[config.mk]
export PLATFORM = sky130hd
export DESIGN_NAME = wt_dcache
export DESIGN_NICKNAME = d
export VERILOG_FILES = /design/src/rtl/wt_dcache_pkg.sv /design/src/rtl/wt_dcache_lanes.sv /design/src/rtl/wt_dcache_store.sv /design/src/rtl/wt_dcache_ctrl.sv /design/src/rtl/wt_dcache.sv
export SDC_FILE = /design/constraint.sdc
export NUM_CORES = 2
export LEC_CHECK = 0
export ABC_AREA = 1
export BUFFER_PORTS_ARGS = -buffer_cell sky130_fd_sc_hd__buf_2
export CAP_MARGIN = 40
export CORE_MARGIN = 2
export CORE_UTILIZATION = 62
export CTS_CLUSTER_SIZE = 25
export DETAILED_ROUTE_END_ITERATION = 12
export PLACE_DENSITY = 0.79
export REMOVE_ABC_BUFFERS = 1
export SLEW_MARGIN = 20
export SYNTH_ARGS = -nofsm -noshare
export SYNTH_HDL_FRONTEND = slang
export SYNTH_SLANG_ARGS = --single-unit
[constraint.sdc]
create_clock -name clk -period 4.7 [get_ports clk]
set_clock_uncertainty 0.15 [all_clocks]
set_input_delay 0.235 -clock clk [delete_from_list [all_inputs] [get_ports clk]]
set_output_delay 0.235 -clock clk [all_outputs]
set_load 0.1 [all_outputs]
[src/rtl/wt_dcache_pkg.sv]
// Shared types and lane helpers for the write-through data cache.
// Assumes a 32-bit data path with four byte lanes, lane k = bits 8k+7:8k.
package wt_dcache_pkg;

    typedef enum logic [1:0] {
        SZ_BYTE = 2'b00,
        SZ_HALF = 2'b01,
        SZ_WORD = 2'b10
    } xfer_size_e;

    typedef enum logic {
        ST_IDLE = 1'b0,
        ST_BUS  = 1'b1
    } ctl_state_e;

    // Byte-lane enables for a transfer of the given size at the given offset.
    function automatic logic [3:0] lane_enable(input logic [1:0] size, input logic [1:0] ofs);
        case (size)
            SZ_BYTE: return 4'b0001 << ofs;
            SZ_HALF: return ofs[1] ? 4'b1100 : 4'b0011;
            default: return 4'b1111;
        endcase
    endfunction

endpackage

[src/rtl/wt_dcache_lanes.sv]
// Decodes the byte-lane enables of a CPU access and whether the access is a
// full aligned word, the only shape that may allocate on a write miss.
// Assumes size and offset are held stable for the whole request.
module wt_dcache_lanes
    import wt_dcache_pkg::*;
(
    input  logic [1:0] size,
    input  logic [1:0] ofs,
    output logic [3:0] be,
    output logic       full_word
);
    // Lane decode and full-word qualification.
    always_comb begin
        be        = lane_enable(size, ofs);
        full_word = (size == SZ_WORD) && (ofs == 2'b00);
    end
endmodule

[src/rtl/wt_dcache_store.sv]
// Tag, per-word valid and data arrays with one lookup and one write port.
// The write port targets the lookup index and word. A retag write replaces the
// tag and, when the tag changes, leaves only the written word valid.
// Invalidates are applied after the write, so they win on a collision.
module wt_dcache_store #(
    parameter int LINES  = 16,
    parameter int WORDS  = 4,
    parameter int TAG_W  = 25,
    parameter int DATA_W = 32,
    localparam int IDX_W = $clog2(LINES),
    localparam int WSL_W = $clog2(WORDS),
    localparam int LANES = DATA_W / 8
) (
    input  logic              clk,
    input  logic              rst_n,
    input  logic [IDX_W-1:0]  lk_index,
    input  logic [WSL_W-1:0]  lk_word,
    input  logic [TAG_W-1:0]  lk_tag,
    output logic              lk_hit,
    output logic [DATA_W-1:0] lk_data,
    input  logic              wr_en,
    input  logic              wr_retag,
    input  logic [LANES-1:0]  wr_be,
    input  logic [DATA_W-1:0] wr_data,
    input  logic              clear_all,
    input  logic              inv_en,
    input  logic [IDX_W-1:0]  inv_index
);
    logic [TAG_W-1:0]  tag_q [LINES];
    logic [WORDS-1:0]  val_q [LINES];
    logic [DATA_W-1:0] dat_q [LINES][WORDS];
    logic              tag_same;
    logic [WORDS-1:0]  word_bit;

    // Lookup of the indexed line.
    always_comb begin
        tag_same = (tag_q[lk_index] == lk_tag);
        lk_hit   = val_q[lk_index][lk_word] && tag_same;
        lk_data  = dat_q[lk_index][lk_word];
        word_bit = {{(WORDS-1){1'b0}}, 1'b1} << lk_word;
    end

    // Tag and valid state: fill/retag first, then invalidates override.
    always_ff @(posedge clk) begin
        if (!rst_n) begin
            for (int i = 0; i < LINES; i++) begin
                tag_q[i] <= '0;
                val_q[i] <= '0;
            end
        end else begin
            if (wr_en) begin
                if (wr_retag && !tag_same) begin
                    tag_q[lk_index] <= lk_tag;
                    val_q[lk_index] <= word_bit;
                end else begin
                    val_q[lk_index] <= val_q[lk_index] | word_bit;
                end
            end
            if (inv_en) begin
                val_q[inv_index] <= '0;
            end
            if (clear_all) begin
                for (int i = 0; i < LINES; i++) begin
                    val_q[i] <= '0;
                end
            end
        end
    end

    // Data lanes: each enabled byte lane of the addressed word is written.
    for (genvar b = 0; b < LANES; b++) begin : g_lane
        always_ff @(posedge clk) begin
            if (wr_en && wr_be[b]) begin
                dat_q[lk_index][lk_word][8*b +: 8] <= wr_data[8*b +: 8];
            end
        end
    end
endmodule

[src/rtl/wt_dcache_ctrl.sv]
// Access sequencer: completes read hits at once, otherwise runs one bus beat
// and decides at the acknowledge whether the arrays are written.
// Assumes the CPU holds its request stable until cpu_ready.
module wt_dcache_ctrl
    import wt_dcache_pkg::*;
(
    input  logic clk,
    input  logic rst_n,
    input  logic cpu_req,
    input  logic cpu_we,
    input  logic cpu_pg_inh,
    input  logic wr_alloc_en,
    input  logic lk_hit,
    input  logic full_word,
    input  logic mem_ack,
    input  logic mem_inh,
    output logic cpu_ready,
    output logic bus_phase,
    output logic wr_en,
    output logic wr_retag,
    output logic wr_full
);
    ctl_state_e state_q, state_d;
    logic       rd_hit, done, cacheable;

    // Completion and array-write decisions.
    always_comb begin
        rd_hit    = (state_q == ST_IDLE) && cpu_req && !cpu_we && !cpu_pg_inh && lk_hit;
        done      = (state_q == ST_BUS) && mem_ack;
        cacheable = !cpu_pg_inh && !mem_inh;
        cpu_ready = rd_hit || done;
        bus_phase = (state_q == ST_BUS);
        wr_en     = done && cacheable && (!cpu_we || lk_hit || (wr_alloc_en && full_word));
        wr_retag  = !lk_hit;
        wr_full   = !cpu_we || !lk_hit;
    end

    // Next-state selection.
    always_comb begin
        state_d = state_q;
        case (state_q)
            ST_IDLE: if (cpu_req && !rd_hit) state_d = ST_BUS;
            ST_BUS:  if (mem_ack)            state_d = ST_IDLE;
            default: state_d = ST_IDLE;
        endcase
    end

    // State register.
    always_ff @(posedge clk) begin
        if (!rst_n) state_q <= ST_IDLE;
        else        state_q <= state_d;
    end
endmodule

[src/rtl/wt_dcache.sv]
// Direct-mapped write-through data cache, tagged by address and mode.
// Assumes a single outstanding CPU access and a single-beat memory bus.
module wt_dcache #(
    parameter int ADDR_W    = 32,
    parameter int LINES     = 16,
    parameter int WORDS     = 4,
    localparam int DATA_W   = 32,
    localparam int LANES    = DATA_W / 8,
    localparam int IDX_W    = $clog2(LINES),
    localparam int WSL_W    = $clog2(WORDS),
    localparam int OFS_W    = IDX_W + WSL_W + 2,
    localparam int TAG_W    = ADDR_W - OFS_W + 1
) (
    input  logic              clk,
    input  logic              rst_n,
    input  logic              wr_alloc_en,
    input  logic              clear_all,
    input  logic              inv_line,
    input  logic [IDX_W-1:0]  inv_index,
    input  logic              cpu_req,
    input  logic              cpu_we,
    input  logic              cpu_super,
    input  logic [1:0]        cpu_size,
    input  logic [ADDR_W-1:0] cpu_addr,
    input  logic [DATA_W-1:0] cpu_wdata,
    input  logic              cpu_pg_inh,
    output logic              cpu_ready,
    output logic [DATA_W-1:0] cpu_rdata,
    output logic              mem_req,
    output logic              mem_we,
    output logic [ADDR_W-1:0] mem_addr,
    output logic [LANES-1:0]  mem_be,
    output logic [DATA_W-1:0] mem_wdata,
    input  logic [DATA_W-1:0] mem_rdata,
    input  logic              mem_ack,
    input  logic              mem_inh
);
    logic [LANES-1:0]  be;
    logic              full_word, lk_hit, bus_phase;
    logic              wr_en, wr_retag, wr_full;
    logic [DATA_W-1:0] lk_data, wr_data;
    logic [TAG_W-1:0]  lk_tag;

    wt_dcache_lanes u_lanes (
        .size      (cpu_size),
        .ofs       (cpu_addr[1:0]),
        .be        (be),
        .full_word (full_word)
    );

    wt_dcache_ctrl u_ctrl (
        .clk         (clk),
        .rst_n       (rst_n),
        .cpu_req     (cpu_req),
        .cpu_we      (cpu_we),
        .cpu_pg_inh  (cpu_pg_inh),
        .wr_alloc_en (wr_alloc_en),
        .lk_hit      (lk_hit),
        .full_word   (full_word),
        .mem_ack     (mem_ack),
        .mem_inh     (mem_inh),
        .cpu_ready   (cpu_ready),
        .bus_phase   (bus_phase),
        .wr_en       (wr_en),
        .wr_retag    (wr_retag),
        .wr_full     (wr_full)
    );

    // Tag formation and write-port data selection.
    always_comb begin
        lk_tag  = {cpu_super, cpu_addr[ADDR_W-1:OFS_W]};
        wr_data = cpu_we ? cpu_wdata : mem_rdata;
    end

    wt_dcache_store #(
        .LINES  (LINES),
        .WORDS  (WORDS),
        .TAG_W  (TAG_W),
        .DATA_W (DATA_W)
    ) u_store (
        .clk       (clk),
        .rst_n     (rst_n),
        .lk_index  (cpu_addr[OFS_W-1:WSL_W+2]),
        .lk_word   (cpu_addr[WSL_W+1:2]),
        .lk_tag    (lk_tag),
        .lk_hit    (lk_hit),
        .lk_data   (lk_data),
        .wr_en     (wr_en),
        .wr_retag  (wr_retag),
        .wr_be     (wr_full ? {LANES{1'b1}} : be),
        .wr_data   (wr_data),
        .clear_all (clear_all),
        .inv_en    (inv_line),
        .inv_index (inv_index)
    );

    // Bus side mirrors the held CPU request; read data comes from bus or array.
    always_comb begin
        mem_req   = bus_phase;
        mem_we    = cpu_we;
        mem_addr  = cpu_addr;
        mem_be    = be;
        mem_wdata = cpu_wdata;
        cpu_rdata = bus_phase ? mem_rdata : lk_data;
    end
endmodule

==> impl_metrics.csv <==
group,metric,value,unit
die,fp.dieW,404,um
timing,drv_slew,0,
detailed_routing,wl,276000,um
worst_hold_path,min_delay_path_depth,4,
synthesis,synthesis.area_per_instance,13.7,sq um
synthesis,synth_warnings,0,
detailed_routing,detailroute.wirelength.met2,128000,um
detailed_routing,drtPass1Iterations,8,
flow_run,maxCapViolCount,0,
cells_and_area,post_route_cells_drive_above_1_share,12.5,%
setup_path,critical_path.endpoint_type,"output pin",
power,cellPowerDensity,423,mW/mm^2
synthesis,synth_top_cells_by_area,"sky130_fd_sc_hd__edfxtp_1, sky130_fd_sc_hd__a22oi_1, sky130_fd_sc_hd__nand2_1",
detailed_routing,dr.first_iter.drc_count,11200,
cts,root_buffer,"sky130_fd_sc_hd__clkbuf_16",
placed_design,detailed_place_hpwl,156000,um
timing,layout_worst_path_cycle_share,96.3,%
die,area_inside_the_core_boundary,0.159,sq mm
cts,worst_skew_pair.late_latency,0.88,ns
die,initial_core_util,62.5,%
cts,total_clock_buffers_created_by_cts,229,
synthesis,synth.distinct_cells,41,
detailed_routing,total_vias_in_the_final_route,66500,
placed_design,routabilityCongestion,0.914,
cts,tritoncts,"done",
timing,setup_tns_after_final_layout,0,ns
detailed_routing,ant_nets,0,
timing,finalHoldWorstSlack,0.0518,ns
synthesis,gate_count_post_synth,7243,
die,design.portCount,216,
detailed_routing,top_layer,"met5",
placed_design,placement.io_buffers,215,
timing,setup-violations-final,0,
synthesis,synth-edff-count,2448,
timing,timing.fmax,221,MHz
global_routing,global_route.overflow_total,0,
global_routing,grt_util_all_layers,33.4,%
cells_and_area,layout.filler_cells,9685,
cells_and_area,syn_to_final_growth,13.4,%
timing,final_period_minus_worst_setup_slack,4.53,ns
cts,cts-htree-levels,4,
detailed_routing,drc,0,
synthesis,netlist_area,0.0990,sq mm
cts,worst_setup_hold_path_clk_slew,0.07,ns
timing,transition_time_at_the_pin_with_the_least_slew_margin,1.01,ns
detailed_routing,met3_wirelength,38400,um
setup_path,timing.critical_path.arrival,4.14,ns
setup_path,critical_path.max_fanout,182,
setup_path,reg2regPathDepth,23,
timing,number_of_hold_slack_violations_in_the_final_timing_report,0,
setup_path,timing.rr.start,"u_store.tag_q[5][16]",
worst_hold_path,min-delay-path-class,"in -> reg",
cts,cts_max_path_buffers,3,
setup_path,critical_path_class,"in -> out",
global_routing,number_of_global_route_vias_before_repair,63800,
die,die_area,0.163,sq mm
synthesis,dominantRegCellSynth,"sky130_fd_sc_hd__edfxtp_1",
synthesis,synth.largest_area_cell,"sky130_fd_sc_hd__edfxtp_1",
timing,rsz0062_at_grt,"false",
global_routing,maximum_number_of_pins_on_one_net_before_global_route_repair,189,
detailed_routing,route.detailed.vias_per_inst,6.81,
worst_hold_path,worst_hold_path.endpoint,"u_store.dat_q[12][15]",
global_routing,global_route_wire_length_before_repair,405000,um
power,power_frac_clock,39.9,%
setup_path,worstPathRequired,4.32,ns
cells_and_area,fin_util,70.8,%
cts,cts-resized-gates,0,
power,switching_power,11100,uW
synthesis,yosysSeqAreaShare,75.5,%
synthesis,synth_top_area_share,74.2,%
cts,numClockSinks,2513,
setup_path,reg2reg_slack,0.59,ns
detailed_routing,routedLengthMet1,95800,um
die,rows,146,
setup_path,worstSetupStartpointType,"primary input",
power,combPwrFrac,7.7,%
power,power_internal,36400,uW
global_routing,antenna_found_initial,6,
cells_and_area,final_net_count,7602,
power,power_frac_seq,52.3,%
setup_path,r2r_end,"u_store.val_q[2][0]",
die,dieHeight,404,um
timing,slew-limit-headroom,32.5,%
worst_hold_path,hold_path_startpoint,"cpu_wdata[15]",
power,p_sw_share,23.4,%
detailed_routing,wire_per_inst,28.3,um
power,irDropWorstVdd,0.425,mV
synthesis,async_flop_share,0,%
power,power.static_leakage,0.0378,uW
synthesis,postSynthRegisterBits,2513,
outcome,outcome,"completed",
==> flip-flops by register name (all words and copies together) (netlist names) <==
signal	cells
u_store.tag_q	400
u_store.val_q	64
u_ctrl.bus_phase	1
u_store.dat_q	2048
==> worst max-delay path, cell delays in order <==
cell                      delay, ns
sky130_fd_sc_hd__buf_6         0.31
sky130_fd_sc_hd__inv_4         0.17
sky130_fd_sc_hd__nor2_4        0.57
sky130_fd_sc_hd__buf_12        0.68
sky130_fd_sc_hd__buf_4         0.43
sky130_fd_sc_hd__a22oi_1       0.15
sky130_fd_sc_hd__a21oi_1       0.27
sky130_fd_sc_hd__nor4_1        0.08
sky130_fd_sc_hd__o22ai_1       0.32
sky130_fd_sc_hd__nor2_1        0.19
sky130_fd_sc_hd__a31oi_1       0.29
sky130_fd_sc_hd__buf_12        0.22
==> layer usage <==
layer  track usage [%]  up-vias
met2              51.9     5541
li1                  -    27800
met5                 0        -
met4              14.6        6
met3              7.96      870
met1              45.5    32200
==> synthesized netlist by cell type (65+ instances only) <==
library cell / instances
sky130_fd_sc_hd__clkbuf_1: 327
sky130_fd_sc_hd__nor2_1: 776
sky130_fd_sc_hd__buf_2: 89
sky130_fd_sc_hd__nand2_1: 1150
sky130_fd_sc_hd__a21oi_1: 590
sky130_fd_sc_hd__dfxtp_1: 65
sky130_fd_sc_hd__a22oi_1: 1056
sky130_fd_sc_hd__buf_4: 74
sky130_fd_sc_hd__inv_1: 66
sky130_fd_sc_hd__nor4_1: 90
sky130_fd_sc_hd__o21ai_0: 73
sky130_fd_sc_hd__nand3_1: 167
sky130_fd_sc_hd__edfxtp_1: 2448
==> area by class of cell <==
cell class / instances / area, sq um / share of cell area [%]
inverters: 99 / 398 / 0.354
clock inverters: 153 / 1650 / 1.47
clock buffers: 277 / 6070 / 5.40
repair buffers: 581 / 5180 / 4.62
multi-input cells: 4065 / 21600 / 19.2
well taps: 2072 / 2590 / 2.31
diodes: 4 / 10.0 / 0.00891
flip-flops and latches: 2513 / 74800 / 66.6
==> logic make-up (layout without fill, tap and decap cells) <==
| family | Yosys count | after routing | synth area share [%] |
|---|---|---|---|
| flops | 2513 | 2513 | 75.5 |
| compound gates | 1824 | 1824 | 12.2 |
| buf+inv | 665 | 1110 | 3.00 |
| other cells | 0 | 4 | 0 |
| simple gates | 2241 | 2241 | 9.28 |
==> layout by cell type (no fill, tap or decap), types with 49 or more instances in the layout <==
master                          instances
sky130_fd_sc_hd__a22oi_1             1056
sky130_fd_sc_hd__nand2_1             1134
sky130_fd_sc_hd__buf_2                179
sky130_fd_sc_hd__nor4_1                90
sky130_fd_sc_hd__nand3_1              167
sky130_fd_sc_hd__inv_1                 64
sky130_fd_sc_hd__buf_12                81
sky130_fd_sc_hd__o21ai_0               53
sky130_fd_sc_hd__dlygate4sd3_1         62
sky130_fd_sc_hd__clkinv_1              68
sky130_fd_sc_hd__edfxtp_1            2448
sky130_fd_sc_hd__buf_4                249
sky130_fd_sc_hd__clkbuf_16            234
sky130_fd_sc_hd__clkinv_2              49
sky130_fd_sc_hd__dfxtp_1               64
sky130_fd_sc_hd__nor2_1               768
sky130_fd_sc_hd__a21oi_1              590
==> power groups by stage <==
stage                     Sequential, uW  Combinational (uW)  Clock, uW
final                              24900                3680      19000
after global placement             25400                3430          0
after detailed placement           25400                3510          0
after floorplan                    25400                1960          0
after CTS                          24900                3580      19000
after global routing               24900                3830      19800
==> worst max path at each step <==
stage / start / endpoint
after detailed placement: cpu_addr[4] / u_store.dat_q[1][65]
after floorplan: cpu_addr[4] / u_store.tag_q[0][0]
after global placement: cpu_addr[4] / u_store.dat_q[6][72]
final: cpu_addr[4] / cpu_rdata[13]
after CTS: cpu_addr[4] / cpu_rdata[11]
after global routing: cpu_addr[4] / cpu_rdata[13]
==> per-stage QoR <==
step | setup slack [ns] | cell area [sq um] | power (uW) | std cells
4_1_cts | 0.421 | 112000 | 47400 | 9750
3_3_place_gp | 0.138 | 104000 | 28800 | 9254
3_5_place_dp | 0.0576 | 104000 | 28900 | 9258
6_report | 0.174 | 112000 | 47500 | 9764
2_1_floorplan | -16.82 | 96400 | 27400 | 6677
5_1_grt | 0.160 | 112000 | 48600 | 9760
==> timing repair <==
item	4_1_cts	5_1_grt
hold buffers	62	0
endpoints found under the hold margin	683	0
buffers inserted	0	0
Power figures use the tool's default switching activity.
